[src/rtl/pps_pkg.sv]
package pps_pkg;

  typedef enum logic {
    SEQ_IDLE = 1'b0,
    SEQ_STEP = 1'b1
  } seq_state_t;

  typedef enum logic {
    DIR_DOWN = 1'b0,
    DIR_UP   = 1'b1
  } seq_dir_t;

  // Width needed to hold values 0..n-1, never below one bit.
  function automatic int unsigned bits_for(int unsigned n);
    return (n > 1) ? $clog2(n) : 1;
  endfunction

endpackage

[src/rtl/pps_frame_timer.sv]
module pps_frame_timer #(
  parameter int unsigned POLL_LIMIT      = 10000,
  parameter int unsigned FRAMES_PER_STEP = 4
) (
  input  logic clk,
  input  logic rst_n,
  input  logic run,
  input  logic vsync_active,
  output logic fin
);
  import pps_pkg::*;

  localparam int unsigned PW = bits_for(POLL_LIMIT);
  localparam int unsigned FW = bits_for(FRAMES_PER_STEP);
  localparam logic [PW-1:0] POLL_LAST  = PW'(POLL_LIMIT - 1);
  localparam logic [FW-1:0] FRAME_LAST = FW'(FRAMES_PER_STEP - 1);

  logic          waiting_active;  // 0: await low level, 1: await high level
  logic [PW-1:0] poll_cnt;
  logic [FW-1:0] frame_cnt;
  logic          level_seen;
  logic          timed_out;
  logic          phase_end;

  always_comb begin
    level_seen = waiting_active ? vsync_active : !vsync_active;
    timed_out  = (poll_cnt == POLL_LAST);
    phase_end  = run && (level_seen || timed_out);
    fin        = phase_end && waiting_active && (frame_cnt == FRAME_LAST);
  end

  always_ff @(posedge clk or negedge rst_n) begin
    if (!rst_n) begin
      waiting_active <= 1'b0;
      poll_cnt       <= '0;
      frame_cnt      <= '0;
    end else if (!run) begin
      waiting_active <= 1'b0;
      poll_cnt       <= '0;
      frame_cnt      <= '0;
    end else if (phase_end) begin
      poll_cnt <= '0;
      if (!waiting_active) begin
        waiting_active <= 1'b1;
      end else begin
        waiting_active <= 1'b0;
        frame_cnt      <= fin ? '0 : frame_cnt + 1'b1;
      end
    end else begin
      poll_cnt <= poll_cnt + 1'b1;
    end
  end

  // a poll phase never exceeds its limit
  assert_poll_bound_R4: assert property (@(posedge clk) disable iff (!rst_n)
    poll_cnt <= POLL_LAST);

  // leaving the high-wait needs a high sample or a timeout
  assert_active_seen_R3: assert property (@(posedge clk) disable iff (!rst_n)
    (run && $past(run) && $fell(waiting_active))
      |-> ($past(vsync_active) || $past(poll_cnt) == POLL_LAST));

  // entering the high-wait needs a low sample or a timeout
  assert_inactive_seen_R3: assert property (@(posedge clk) disable iff (!rst_n)
    (run && $past(run) && $rose(waiting_active))
      |-> (!$past(vsync_active) || $past(poll_cnt) == POLL_LAST));

endmodule

[src/rtl/pps_rail_bank.sv]
module pps_rail_bank #(
  parameter int unsigned NUM_RAILS = 4,
  parameter int unsigned IW        = 2
) (
  input  logic                 clk,
  input  logic                 rst_n,
  input  logic                 apply,
  input  logic [IW-1:0]        idx,
  input  logic                 level,
  output logic [NUM_RAILS-1:0] rail_en
);

  logic [NUM_RAILS-1:0] rail_q;

  for (genvar g = 0; g < NUM_RAILS; g++) begin : g_rail
    always_ff @(posedge clk or negedge rst_n) begin
      if (!rst_n)
        rail_q[g] <= 1'b0;
      else if (apply && (idx == IW'(g)))
        rail_q[g] <= level;
    end
  end

  assign rail_en = rail_q;

  // rails stay a contiguous run of ones from bit 0
  assert_thermo_R1: assert property (@(posedge clk) disable iff (!rst_n)
    (rail_en & NUM_RAILS'(rail_en + 1'b1)) == '0);

  // never more than one rail moves per edge
  assert_single_change_R3: assert property (@(posedge clk) disable iff (!rst_n)
    $countones(rail_en ^ $past(rail_en)) <= 1);

endmodule

[src/rtl/pps_seq_ctrl.sv]
module pps_seq_ctrl #(
  parameter int unsigned NUM_RAILS = 4,
  parameter int unsigned IW        = 2
) (
  input  logic                 clk,
  input  logic                 rst_n,
  input  logic                 req_on,
  input  logic                 req_off,
  input  logic                 frame_fin,
  input  logic [NUM_RAILS-1:0] rail_en,
  output logic                 apply,
  output logic [IW-1:0]        idx,
  output logic                 level,
  output logic                 busy,
  output logic                 done
);
  import pps_pkg::*;

  localparam logic [IW-1:0] IDX_TOP = IW'(NUM_RAILS - 1);

  seq_state_t    state_q;
  seq_dir_t      dir_q;
  seq_dir_t      pend_dir_q;
  seq_dir_t      want_dir;
  logic          pend_q;
  logic [IW-1:0] idx_q;
  logic          done_q;

  logic all_on, all_off, want, already, start, match_done;
  logic at_last, advance, finish, opposite;
  logic [IW-1:0] first_idx, next_idx;

  always_comb begin
    all_on     = &rail_en;
    all_off    = ~|rail_en;
    want       = pend_q || req_on || req_off;
    if (pend_q)       want_dir = pend_dir_q;
    else if (req_off) want_dir = DIR_DOWN;   // off wins a tie
    else              want_dir = DIR_UP;
    already    = (want_dir == DIR_UP) ? all_on : all_off;
    start      = (state_q == SEQ_IDLE) && want && !already;
    match_done = (state_q == SEQ_IDLE) && want && already;

    at_last    = (dir_q == DIR_UP) ? (idx_q == IDX_TOP) : (idx_q == '0);
    advance    = (state_q == SEQ_STEP) && frame_fin && !at_last;
    finish     = (state_q == SEQ_STEP) && frame_fin && at_last;
    opposite   = (state_q == SEQ_STEP) && ((dir_q == DIR_UP) ? req_off : req_on);

    first_idx  = (want_dir == DIR_UP) ? '0 : IDX_TOP;
    next_idx   = (dir_q == DIR_UP) ? idx_q + 1'b1 : idx_q - 1'b1;

    apply      = start || advance;
    idx        = start ? first_idx : next_idx;
    level      = start ? (want_dir == DIR_UP) : (dir_q == DIR_UP);
  end

  always_ff @(posedge clk or negedge rst_n) begin
    if (!rst_n) begin
      state_q    <= SEQ_IDLE;
      dir_q      <= DIR_UP;
      pend_q     <= 1'b0;
      pend_dir_q <= DIR_UP;
      idx_q      <= '0;
      done_q     <= 1'b0;
    end else begin
      done_q <= finish || match_done;
      if (start) begin
        state_q <= SEQ_STEP;
        dir_q   <= want_dir;
      end else if (finish) begin
        state_q <= SEQ_IDLE;
      end
      if (apply)
        idx_q <= idx;
      if ((state_q == SEQ_IDLE) && want) begin
        pend_q <= 1'b0;
      end else if (opposite) begin
        pend_q     <= 1'b1;
        pend_dir_q <= (dir_q == DIR_UP) ? DIR_DOWN : DIR_UP;
      end
    end
  end

  assign busy = (state_q == SEQ_STEP);
  assign done = done_q;

  // completion only reported in a settled, idle state
  assert_done_settled_R5: assert property (@(posedge clk) disable iff (!rst_n)
    done |-> (!busy && (all_on || all_off)));

  // a rail only moves on an edge that leaves the block busy
  assert_busy_change_R6: assert property (@(posedge clk) disable iff (!rst_n)
    !$stable(rail_en) |-> busy);

  // idle without a start keeps every rail where it is
  assert_idle_hold_R7: assert property (@(posedge clk) disable iff (!rst_n)
    ((state_q == SEQ_IDLE) && !apply) |=> $stable(rail_en));

endmodule

[src/rtl/panel_pwr_seq.sv]
module panel_pwr_seq #(
  parameter int unsigned NUM_RAILS       = 4,
  parameter int unsigned FRAMES_PER_STEP = 4,
  parameter int unsigned POLL_LIMIT      = 10000
) (
  input  logic                 clk,
  input  logic                 rst_n,
  input  logic                 pwr_on_req,
  input  logic                 pwr_off_req,
  input  logic                 vsync_active,
  output logic [NUM_RAILS-1:0] rail_en,
  output logic                 busy,
  output logic                 done
);
  import pps_pkg::*;

  localparam int unsigned IW = bits_for(NUM_RAILS);

  logic          frame_fin;
  logic          apply;
  logic [IW-1:0] step_idx;
  logic          step_level;

  pps_seq_ctrl #(.NUM_RAILS(NUM_RAILS), .IW(IW)) u_ctrl (
    .clk       (clk),
    .rst_n     (rst_n),
    .req_on    (pwr_on_req),
    .req_off   (pwr_off_req),
    .frame_fin (frame_fin),
    .rail_en   (rail_en),
    .apply     (apply),
    .idx       (step_idx),
    .level     (step_level),
    .busy      (busy),
    .done      (done)
  );

  pps_frame_timer #(.POLL_LIMIT(POLL_LIMIT), .FRAMES_PER_STEP(FRAMES_PER_STEP)) u_timer (
    .clk          (clk),
    .rst_n        (rst_n),
    .run          (busy),
    .vsync_active (vsync_active),
    .fin          (frame_fin)
  );

  pps_rail_bank #(.NUM_RAILS(NUM_RAILS), .IW(IW)) u_rails (
    .clk     (clk),
    .rst_n   (rst_n),
    .apply   (apply),
    .idx     (step_idx),
    .level   (step_level),
    .rail_en (rail_en)
  );

endmodule

[config.mk]
export PLATFORM = sky130hd
export DESIGN_NAME = panel_pwr_seq
export DESIGN_NICKNAME = d
export VERILOG_FILES = /design/src/rtl/pps_pkg.sv /design/src/rtl/pps_frame_timer.sv /design/src/rtl/pps_rail_bank.sv /design/src/rtl/pps_seq_ctrl.sv /design/src/rtl/panel_pwr_seq.sv
export SDC_FILE = /design/constraint.sdc
export NUM_CORES = 1
export LEC_CHECK = 0
export BUFFER_PORTS_ARGS = -buffer_cell sky130_fd_sc_hd__buf_2
export CELL_PAD_IN_SITES_DETAIL_PLACEMENT = 1
export CELL_PAD_IN_SITES_GLOBAL_PLACEMENT = 1
export CORE_AREA = 2 2 62 64
export CTS_CLUSTER_DIAMETER = 50
export DETAILED_ROUTE_END_ITERATION = 8
export DIE_AREA = 0 0 64 66
export PLACE_DENSITY_LB_ADDON = 0.1
export SYNTH_ARGS = -nofsm -noshare
export SYNTH_HDL_FRONTEND = slang
export SYNTH_HIERARCHICAL = 1
export SYNTH_SLANG_ARGS = --single-unit
[constraint.sdc]
create_clock -name clk -period 3.2 [get_ports clk]
set_clock_uncertainty 0.05 [all_clocks]
set_input_delay 0.8 -clock clk [delete_from_list [all_inputs] [get_ports clk]]
set_output_delay 0.8 -clock clk [all_outputs]
set_load 0.03 [all_outputs]
==> results of run 1 <==
-- critical path, cell delays in order, from the launching register on --
cell     delay, ns
dfrtp_1       0.47
or4b_2        0.70
o41ai_2       0.38
and3_1        0.31
a32o_1        0.27
nor3b_2       0.19
mux2_2        0.35
-- flip-flops by register name, indices dropped and copies added, names as in the netlist --
name,flops
u_rails/rail_en,4
u_timer/frame_cnt,2
u_ctrl/idx_q,2
u_ctrl/done,1
u_ctrl/busy,1
u_timer/waiting_active,1
u_ctrl/dir_q,1
u_ctrl/pend_q,1
u_ctrl/pend_dir_q,1
u_timer/poll_cnt,14
-- final timing paths --
check	start	endpoint	slack [ns]
max	u_timer/poll_cnt[6]$_DFF_PN0_	u_rails/rail_en[0]$_DFFE_PN0P_	0.39
min	rst_n	u_timer/waiting_active$_DFFE_PN0P_	0.40
max reg2reg	u_timer/poll_cnt[6]$_DFF_PN0_	u_rails/rail_en[0]$_DFFE_PN0P_	0.39
min reg2reg	u_ctrl/pend_dir_q$_DFFE_PN1P_	u_ctrl/pend_dir_q$_DFFE_PN1P_	0.46
max in group asynchronous	rst_n	u_timer/poll_cnt[13]$_DFF_PN0_	2.28
min in group clk	u_ctrl/pend_dir_q$_DFFE_PN1P_	u_ctrl/pend_dir_q$_DFFE_PN1P_	0.46
-- power groups by stage --
| stage | registers, mW | logic (mW) | clock network [mW] |
|---|---|---|---|
| after floorplan | 0.590 | 0.384 | 0 |
| after global placement | 0.570 | 0.504 | 0 |
| after detailed placement | 0.580 | 0.533 | 0 |
| after CTS | 0.573 | 0.535 | 0.172 |
| after global routing | 0.590 | 0.585 | 0.183 |
| final | 0.574 | 0.528 | 0.158 |
-- logic make-up after synthesis --
kind of cell    after synthesis  share of synthesized area (%)
xor+xnor                     15                           8.49
compound gates               21                           9.62
flops                        28                           45.4
fa+ha+maj                     2                           1.62
mux                           8                           5.82
simple gates                 72                           25.8
buf+inv                      10                           3.23
-- synthesized netlist by cell type, drive strengths merged, types with 2 or more instances --
| cell | count |
|---|---|
| o21ai | 8 |
| ha | 2 |
| nand3 | 7 |
| and3 | 2 |
| nand2b | 3 |
| nor4 | 2 |
| inv | 7 |
| nor2 | 22 |
| or4b | 2 |
| dfstp | 2 |
| a21oi | 3 |
| mux2i | 3 |
| xor2 | 3 |
| nand4 | 4 |
| mux2 | 5 |
| nand2 | 10 |
| nand3b | 2 |
| xnor2 | 12 |
| a211oi | 2 |
| dfrtp | 26 |
| nor3b | 2 |
| buf | 3 |
| nor3 | 10 |
-- per-stage QoR --
step                std cells  setup WS [ns]
finish                    215          0.391
global route              215          0.243
CTS                       215          0.396
detailed placement        211          0.419
global placement          211          0.520
floorplan                 156          0.641
-- layer usage --
layer  GRT usage [%]  wire length (um)
met1            24.4              1620
met4            8.97                68
met3            1.53                95
met2            29.0              1600
met5               0                 0
-- final cells by class --
class | instances | area [um^2] | area share [%]
tap | 48 | 60.1 | 3.62
timing repair buffer | 10 | 50.0 | 3.01
inverter | 7 | 26.3 | 1.58
sequential | 28 | 703 | 42.4
multi-input combinational | 118 | 795 | 47.9
clock buffer | 4 | 26.3 | 1.58
==> reports/results.tsv, run 1 <==
metric	value	unit
overall die area	0.00422	mm^2
Layout Nets	175	
critical path arrival	3.01	ns
Max Cap Violations	0	
cell area after placement	0.00163	mm^2
VDD IR max	0.337	mV
Critical Path RT	3.40	ns
Lkg Pwr	0.676	nW
commonest non-fill, non-tap cell in the layout	dfrtp_1	
Detailed Place HPWL	2.46	mm
share of cells above drive strength 1	16.8	%
drt initial violations	41	
Core Util, Final	46.8	%
vias	1190	
worst hold slack	0.404	ns
Post-Synthesis Cells	156	
Clock Pin Slew Worst Setup and Hold Paths	0.15	ns
core area	0.00355	mm^2
Min-Delay Path Class	in2async	
kind of critical path	reg2reg	
layout overhead on the synthesized area	7.28	%
Ports	11	
worst skew pair latency	0.34	ns
Switch Pwr	555	uW
drt wl/cell	15.7	um
post-cts resize count	0	
final non-filler cell area	0.00166	mm^2
vias in the first global route	1240	
Main synth FF type	dfrtp_1	
first-pass GRT wire length	5.88	mm
status	finished clean	
flops & latches, synth	28	
post-synthesis net count	163	
post-synth cell types	47	
CP endpoint kind	register	
Avg Cell Area, Syn	9.92	um^2
FP Rows	22	
P_int	705	uW
post-CTS setup buffer count	0	
TritonCTS Buffers	3	
clock root buffer	clkbuf_4	
antenna cells	0	
min cycle time layout	2.81	ns
total power	1.26	mW
f_max	356	MHz
clk buf depth	2	
critical path peak fanout	6	
layout filler cell count	418	
IO buf count	10	
Clk pwr share	12.5	%
# setup viols final	0	
most frequent cells in the layout	26 x dfrtp_1, 22 x nor2_1, 12 x xnor2_1	
router iterations before antenna repair	4	
P per Cell Area	759	mW/mm^2
GR Util All Layers	18.0	%
# DRC	0	
worst slew pin tran	0.641	ns
initial antenna violation count	0	
FF-to-FF path depth	6	
H-tree depth	1	
dominant cell type by area after synthesis	dfrtp_1	
cell area after synthesis	0.00155	mm^2
Net Sw Frac	44.1	%
critical path launch point type	register	
setup_tns	0	ns
# clock sinks	28	
asr flop ratio synth	100	%
Rel. slew slack	57.3	%
post-synth top area share	42.0	%
YS warnings	6	
routability cong.	0.759	
Die Wd	64	um
Hold Fails Final Rpt	0	
register area share after synthesis	45.4	%
Routed WL	3.38	mm
vias per cell	5.53	
final period utilization	87.8	%
GR Overflow Total	0	
combinational group share of total power	41.9	%
Initial Utilization	43.6	%
Seq pwr share	45.5	%
top post-synthesis cells by area	dfrtp_1 42%, xnor2_1 6.8%, nor2_1 5.3%	
TritonCTS clock tree	done	
Pins Over Slew Limit	0	
largest net degree at the start of global routing	29	
number of flops mapped to enable cells by yosys	0	
unrepaired setup endpoints after global routing	false	
die height	66	um
Hold Buf Count CTS	0	
Final ANT Viol Nets	0	
(Power assumes the default switching activity.)
==> run 2, diff against run 1 <==
--- a/config.mk
+++ b/config.mk
@@ -8,10 +8,10 @@
 export BUFFER_PORTS_ARGS = -buffer_cell sky130_fd_sc_hd__buf_2
 export CELL_PAD_IN_SITES_DETAIL_PLACEMENT = 1
 export CELL_PAD_IN_SITES_GLOBAL_PLACEMENT = 1
-export CORE_AREA = 2 2 62 64
+export CORE_AREA = 3 3 63 65
 export CTS_CLUSTER_DIAMETER = 50
 export DETAILED_ROUTE_END_ITERATION = 8
-export DIE_AREA = 0 0 64 66
+export DIE_AREA = 0 0 66 68
 export PLACE_DENSITY_LB_ADDON = 0.1
 export SYNTH_ARGS = -nofsm -noshare
 export SYNTH_HDL_FRONTEND = slang
==> run 2 against run 1 <==
Largest cell class unchanged. Register-to-register slack lost 0.03 ns. Cell count is 0.93% lower. Hold slack about the same. Sequential share of layout area fell by 0.60 points. Routed wire length shrank 3.3%. Combinational power down 3%. Worst setup slack worse by 0.035 ns. Via count fell by 1.6%. Count of clock-buffer cells in the layout decreased by 1. Die area grew 6.3%. Clock power increased by 50%. Global-route usage shrank 0.97 points.
==> reports/results.tsv, run 2 (same netlist as run 1, synthesis figures left out) <==
metric	value	unit
status	finished clean	
worst hold slack	0.404	ns
Lkg Pwr	0.689	nW
slowest cell delay on critical path	0.70	ns
Max Cap Violations	0	
commonest non-fill, non-tap cell in the layout	dfrtp_1	
Cell Chain, Critical Path	or4b_2 > o41ai_2 > and3_1 > a32o_1 > nor3b_2 > mux2_2	
TritonCTS clock tree	done	
worst slew pin tran	0.631	ns
layout overhead on the synthesized area	8.81	%
router iterations before antenna repair	4	
FP Rows	21	
Initial Utilization	45.7	%
P per Cell Area	785	mW/mm^2
first-pass GRT wire length	5.78	mm
final period utilization	88.9	%
core area	0.00339	mm^2
total power	1.32	mW
VDD IR max	0.447	mV
GR Overflow Total	0	
# setup viols final	0	
GR Util All Layers	17.1	%
Rel. slew slack	58.0	%
H-tree depth	1	
die height	68	um
slowest CP cell	or4b_2	
cell area after placement	0.00163	mm^2
dpl ws	0.401	ns
antenna cells	0	
critical path launch point type	register	
drt initial violations	59	
Largest register FFs	14	
critical path arrival	3.03	ns
vias per cell	5.50	
kind of critical path	reg2reg	
Ports	11	
Routed WL	3.27	mm
Hold Fails Final Rpt	0	
share of cells above drive strength 1	17.4	%
IO buf count	10	
setup_tns	0	ns
post-cts resize count	0	
Final ANT Viol Nets	0	
vias	1171	
Min-Delay Path Class	in2async	
routability cong.	0.789	
critical path peak fanout	6	
non-filler cells in the finished layout	213	
vias in the first global route	1171	
Core Util, Final	49.7	%
Critical Path RT	3.39	ns
Detailed Place HPWL	2.43	mm
Hold Buf Count CTS	0	
Clock Pin Slew Worst Setup and Hold Paths	0.16	ns
clock root buffer	clkbuf_4	
Inst Count DP	209	
Final WS setup	0.357	ns
initial antenna violation count	0	
CP endpoint kind	register	
# clock sinks	28	
final non-filler cell area	0.00168	mm^2
Layout Nets	175	
clk buf depth	2	
TritonCTS Buffers	3	
largest net degree at the start of global routing	29	
overall die area	0.00449	mm^2
largest reg by FF count	u_timer/poll_cnt	
Pins Over Slew Limit	0	
post-CTS setup buffer count	0	
worst skew pair latency	0.34	ns
drt wl/cell	15.4	um
# DRC	0	
most frequent cells in the layout	26 x dfrtp_1, 22 x nor2_1, 12 x xnor2_1	
f_max	352	MHz
unrepaired setup endpoints after global routing	false	
Die Wd	66	um
min cycle time layout	2.84	ns
-- run 2: cell types whose count changed in the layout (fill, tap and decap cells not counted) --
| cell | previous run | this run |
|---|---|---|
| clkbuf_1 | 1 | 0 |
| bufinv_16 | 0 | 1 |
-- run 2: final timing paths --
| path | start | endpoint | slack [ns] | cells after the start |
|---|---|---|---|---|
| worst max-delay path | u_timer/poll_cnt[6]$_DFF_PN0_ | u_rails/rail_en[0]$_DFFE_PN0P_ | 0.36 | 6 |
| worst min-delay path | rst_n | u_timer/poll_cnt[11]$_DFF_PN0_ | 0.40 | 1 |
| worst max register to register | u_timer/poll_cnt[6]$_DFF_PN0_ | u_rails/rail_en[0]$_DFFE_PN0P_ | 0.36 | 6 |
| worst min register to register | u_timer/poll_cnt[0]$_DFF_PN0_ | u_timer/poll_cnt[0]$_DFF_PN0_ | 0.45 | 1 |
| max in group asynchronous | rst_n | u_rails/rail_en[3]$_DFFE_PN0P_ | 2.29 | 1 |
| min in group clk | u_timer/poll_cnt[0]$_DFF_PN0_ | u_timer/poll_cnt[0]$_DFF_PN0_ | 0.45 | 1 |
-- run 2: final cells by class --
type	instances	area (um^2)
fill	385	1710
multi-input combinational	118	795
sequential	28	703
tap	46	57.6
timing repair buffer	10	50.0
clock inverter	1	30.0
inverter	7	26.3
clock buffer	3	22.5
-- run 2: report_power, final --
group	internal (mW)	switching (mW)	total (mW)
Clock	0.127	0.111	0.237
Combinational	0.210	0.304	0.514
Sequential	0.445	0.126	0.570
-- run 2: worst max-delay path: cells and delay by family (launching register included) --
kind	cells	cell delay (ns)
compound gates	2	0.67
flops	1	0.48
mux	1	0.35
simple gates	3	1.20
-- run 2: routing by layer --
layer	vias to the layer above	wire [um]	track usage (%)	part of all wire, %
li1	575	-	-	-
met1	579	1680	24.6	51
met2	13	1450	25.4	44
met3	4	76	2.46	2.3
met4	0	59	7.61	1.8
met5	-	0	0	0
==> run 3, diff against run 2 <==
--- a/config.mk
+++ b/config.mk
@@ -8,12 +8,11 @@
 export BUFFER_PORTS_ARGS = -buffer_cell sky130_fd_sc_hd__buf_2
 export CELL_PAD_IN_SITES_DETAIL_PLACEMENT = 1
 export CELL_PAD_IN_SITES_GLOBAL_PLACEMENT = 1
-export CORE_AREA = 3 3 63 65
+export CORE_AREA = 3 3 61 63
 export CTS_CLUSTER_DIAMETER = 50
 export DETAILED_ROUTE_END_ITERATION = 8
-export DIE_AREA = 0 0 66 68
+export DIE_AREA = 0 0 64 66
 export PLACE_DENSITY_LB_ADDON = 0.1
 export SYNTH_ARGS = -nofsm -noshare
 export SYNTH_HDL_FRONTEND = slang
-export SYNTH_HIERARCHICAL = 1
 export SYNTH_SLANG_ARGS = --single-unit
==> run 3 against run 2 <==
First-iteration DRC count shrank 56%. Via count decreased by 11%. Worst setup slack gained 0.28 ns. Sequential power fell by 0.7%. Synthesized cell count fell by 10%. Largest cell class unchanged. Highest routed layer unchanged.
==> reports/results.tsv, run 3 <==
metric	value	unit
initial antenna violation count	0	
multi-input logic area	741	um^2
layout filler cell count	384	
largest reg by FF count	u_timer.poll_cnt	
Lkg Pwr	0.672	nW
cell area after synthesis	0.00147	mm^2
top-count cell post-synth	dfrtp_1	
number of flops mapped to enable cells by yosys	0	
H-tree depth	1	
TritonCTS clock tree	done	
min cycle time layout	2.57	ns
worst slew pin tran	0.622	ns
IO buf count	10	
Post-Synthesis Cells	140	
Initial Utilization	44.6	%
Pins Over Slew Limit	0	
f_max	390	MHz
synth cell count leaders	26 x dfrtp_1, 20 x nor2_1, 11 x nand2_1	
unrepaired setup endpoints after global routing	false	
YS warnings	0	
Hold Fails Final Rpt	0	
VDD IR max	0.357	mV
clk buf depth	2	
vias in the first global route	1109	
vias per cell	5.27	
GR Overflow Total	0	
setup_tns	0	ns
flop2flop setup slack	0.63	ns
first-pass GRT wire length	5.20	mm
critical path launch point type	register	
post-synth cell types	37	
Max Cap Violations	0	
post-synth top area share	44.4	%
non-filler cells in the finished layout	197	
Layout Nets	159	
Avg Cell Area, Syn	10.5	um^2
Core Util, Final	48.6	%
largest net degree at the start of global routing	29	
# setup viols final	0	
Largest register FFs	14	
antenna cells	0	
Clock Pin Slew Worst Setup and Hold Paths	0.15	ns
status	finished clean	
routability cong.	0.809	
worst skew pair latency	0.33	ns
critical path arrival	2.75	ns
FP Rows	21	
drt wl/cell	14.4	um
layout overhead on the synthesized area	8.88	%
router iterations before antenna repair	4	
register area share after synthesis	48.0	%
Final ANT Viol Nets	0	
Die Wd	64	um
vias	1038	
critical path peak fanout	5	
post-cts resize count	0	
worst hold slack	0.412	ns
drt initial violations	26	
Min-Delay Path Class	in2async	
# DRC	0	
P per Cell Area	780	mW/mm^2
FF/Latch Area	703	um^2
Main synth FF type	dfrtp_1	
share of cells above drive strength 1	19.2	%
GR Util All Layers	15.9	%
final period utilization	80.2	%
dominant cell type by area after synthesis	dfrtp_1	
total power	1.24	mW
TritonCTS Buffers	3	
post-CTS setup buffer count	0	
Rel. slew slack	58.6	%
die height	66	um
asr flop ratio synth	100	%
Detailed Place HPWL	2.15	mm
Critical Path RT	3.38	ns
core area	0.00328	mm^2
overall die area	0.00422	mm^2
# clock sinks	28	
CP endpoint kind	register	
Hold Buf Count CTS	0	
clock root buffer	clkbuf_4	
flops & latches, synth	28	
top post-synthesis cells by area	dfrtp_1 44%, nor2_1 5.1%, xnor2_1 4.8%	
Ports	11	
Routed WL	2.84	mm
most frequent cells in the layout	26 x dfrtp_1, 20 x nor2_1, 11 x nand2_1	
kind of critical path	reg2reg	
commonest non-fill, non-tap cell in the layout	dfrtp_1	
post-synthesis net count	147	
Inst Count DP	193	
[run 3: cell types whose count changed after synthesis, moves of 3 or more]
cell | before | now
inv_1 | 7 | 2
nand2b_1 | 3 | 0
nand3_1 | 6 | 9
o21a_1 | 1 | 5
nor3_1 | 8 | 4
xor2_1 | 3 | 7
nand4_1 | 4 | 1
xnor2_1 | 12 | 8
[run 3: area by class of cell]
class                   instances  share of cell area (%)
inverters                       2                   0.471
repair buffers                 10                    3.14
clock buffers                   4                    2.27
well taps                      46                    3.61
multi-input cells             107                    46.4
flip-flops and latches         28                    44.1
[run 3: path summary, 6_finish.rpt]
kind | start | end | cells after the start
setup / recovery | u_timer.poll_cnt[6]$_DFF_PN0_ | u_rails.rail_en[2]$_DFFE_PN0P_ | 5
setup reg to reg | u_timer.poll_cnt[6]$_DFF_PN0_ | u_rails.rail_en[2]$_DFFE_PN0P_ | 5
min in group clk | u_timer.poll_cnt[0]$_DFF_PN0_ | u_timer.poll_cnt[0]$_DFF_PN0_ | 1
hold reg to reg | u_timer.poll_cnt[0]$_DFF_PN0_ | u_timer.poll_cnt[0]$_DFF_PN0_ | 1
hold / removal | rst_n | u_timer.waiting_active$_DFFE_PN0P_ | 1
max in group asynchronous | rst_n | u_ctrl.busy$_DFFE_PN0P_ | 1
[run 3: critical path, cell delays in order (launching register included)]
cell and delay, ns:
dfrtp_1 0.46, or4_4 0.58, o41ai_4 0.49, nand4_2 0.23
a211oi_1 0.31, mux2_1 0.35
[run 3: cell families after synthesis]
family                     synth area share, %
adders and majority gates                 1.71
DFF                                       48.0
and+or+nand+nor                           22.0
xor gates and xnor gates                  8.97
buffers and inverters                     1.45
muxes                                     5.89
AOI/OAI and AO/OA                         12.0
[run 3: metrics by stage]
stage | setup WS [ns] | cell area [um^2]
2_1_floorplan | 0.758 | 1470
3_3_place_gp | 0.536 | 1560
3_5_place_dp | 0.466 | 1560
4_1_cts | 0.615 | 1600
5_1_grt | 0.468 | 1600
6_report | 0.634 | 1600
[run 3: layer usage]
layer	vias up	share of wire, %	global-route usage [%]
met4	0	0.74	3.23
li1	516	-	-
met2	8	48	27.2
met5	-	0	0
met3	2	2.5	4.08
met1	512	48	20.2
[run 3: where the power goes]
group | leakage (nW) | switching [mW] | internal [mW]
Combinational | 0.296 | 0.295 | 0.210
Sequential | 0.355 | 0.113 | 0.453
Clock | 0.0210 | 0.104 | 0.0697
Total | 0.672 | 0.512 | 0.733
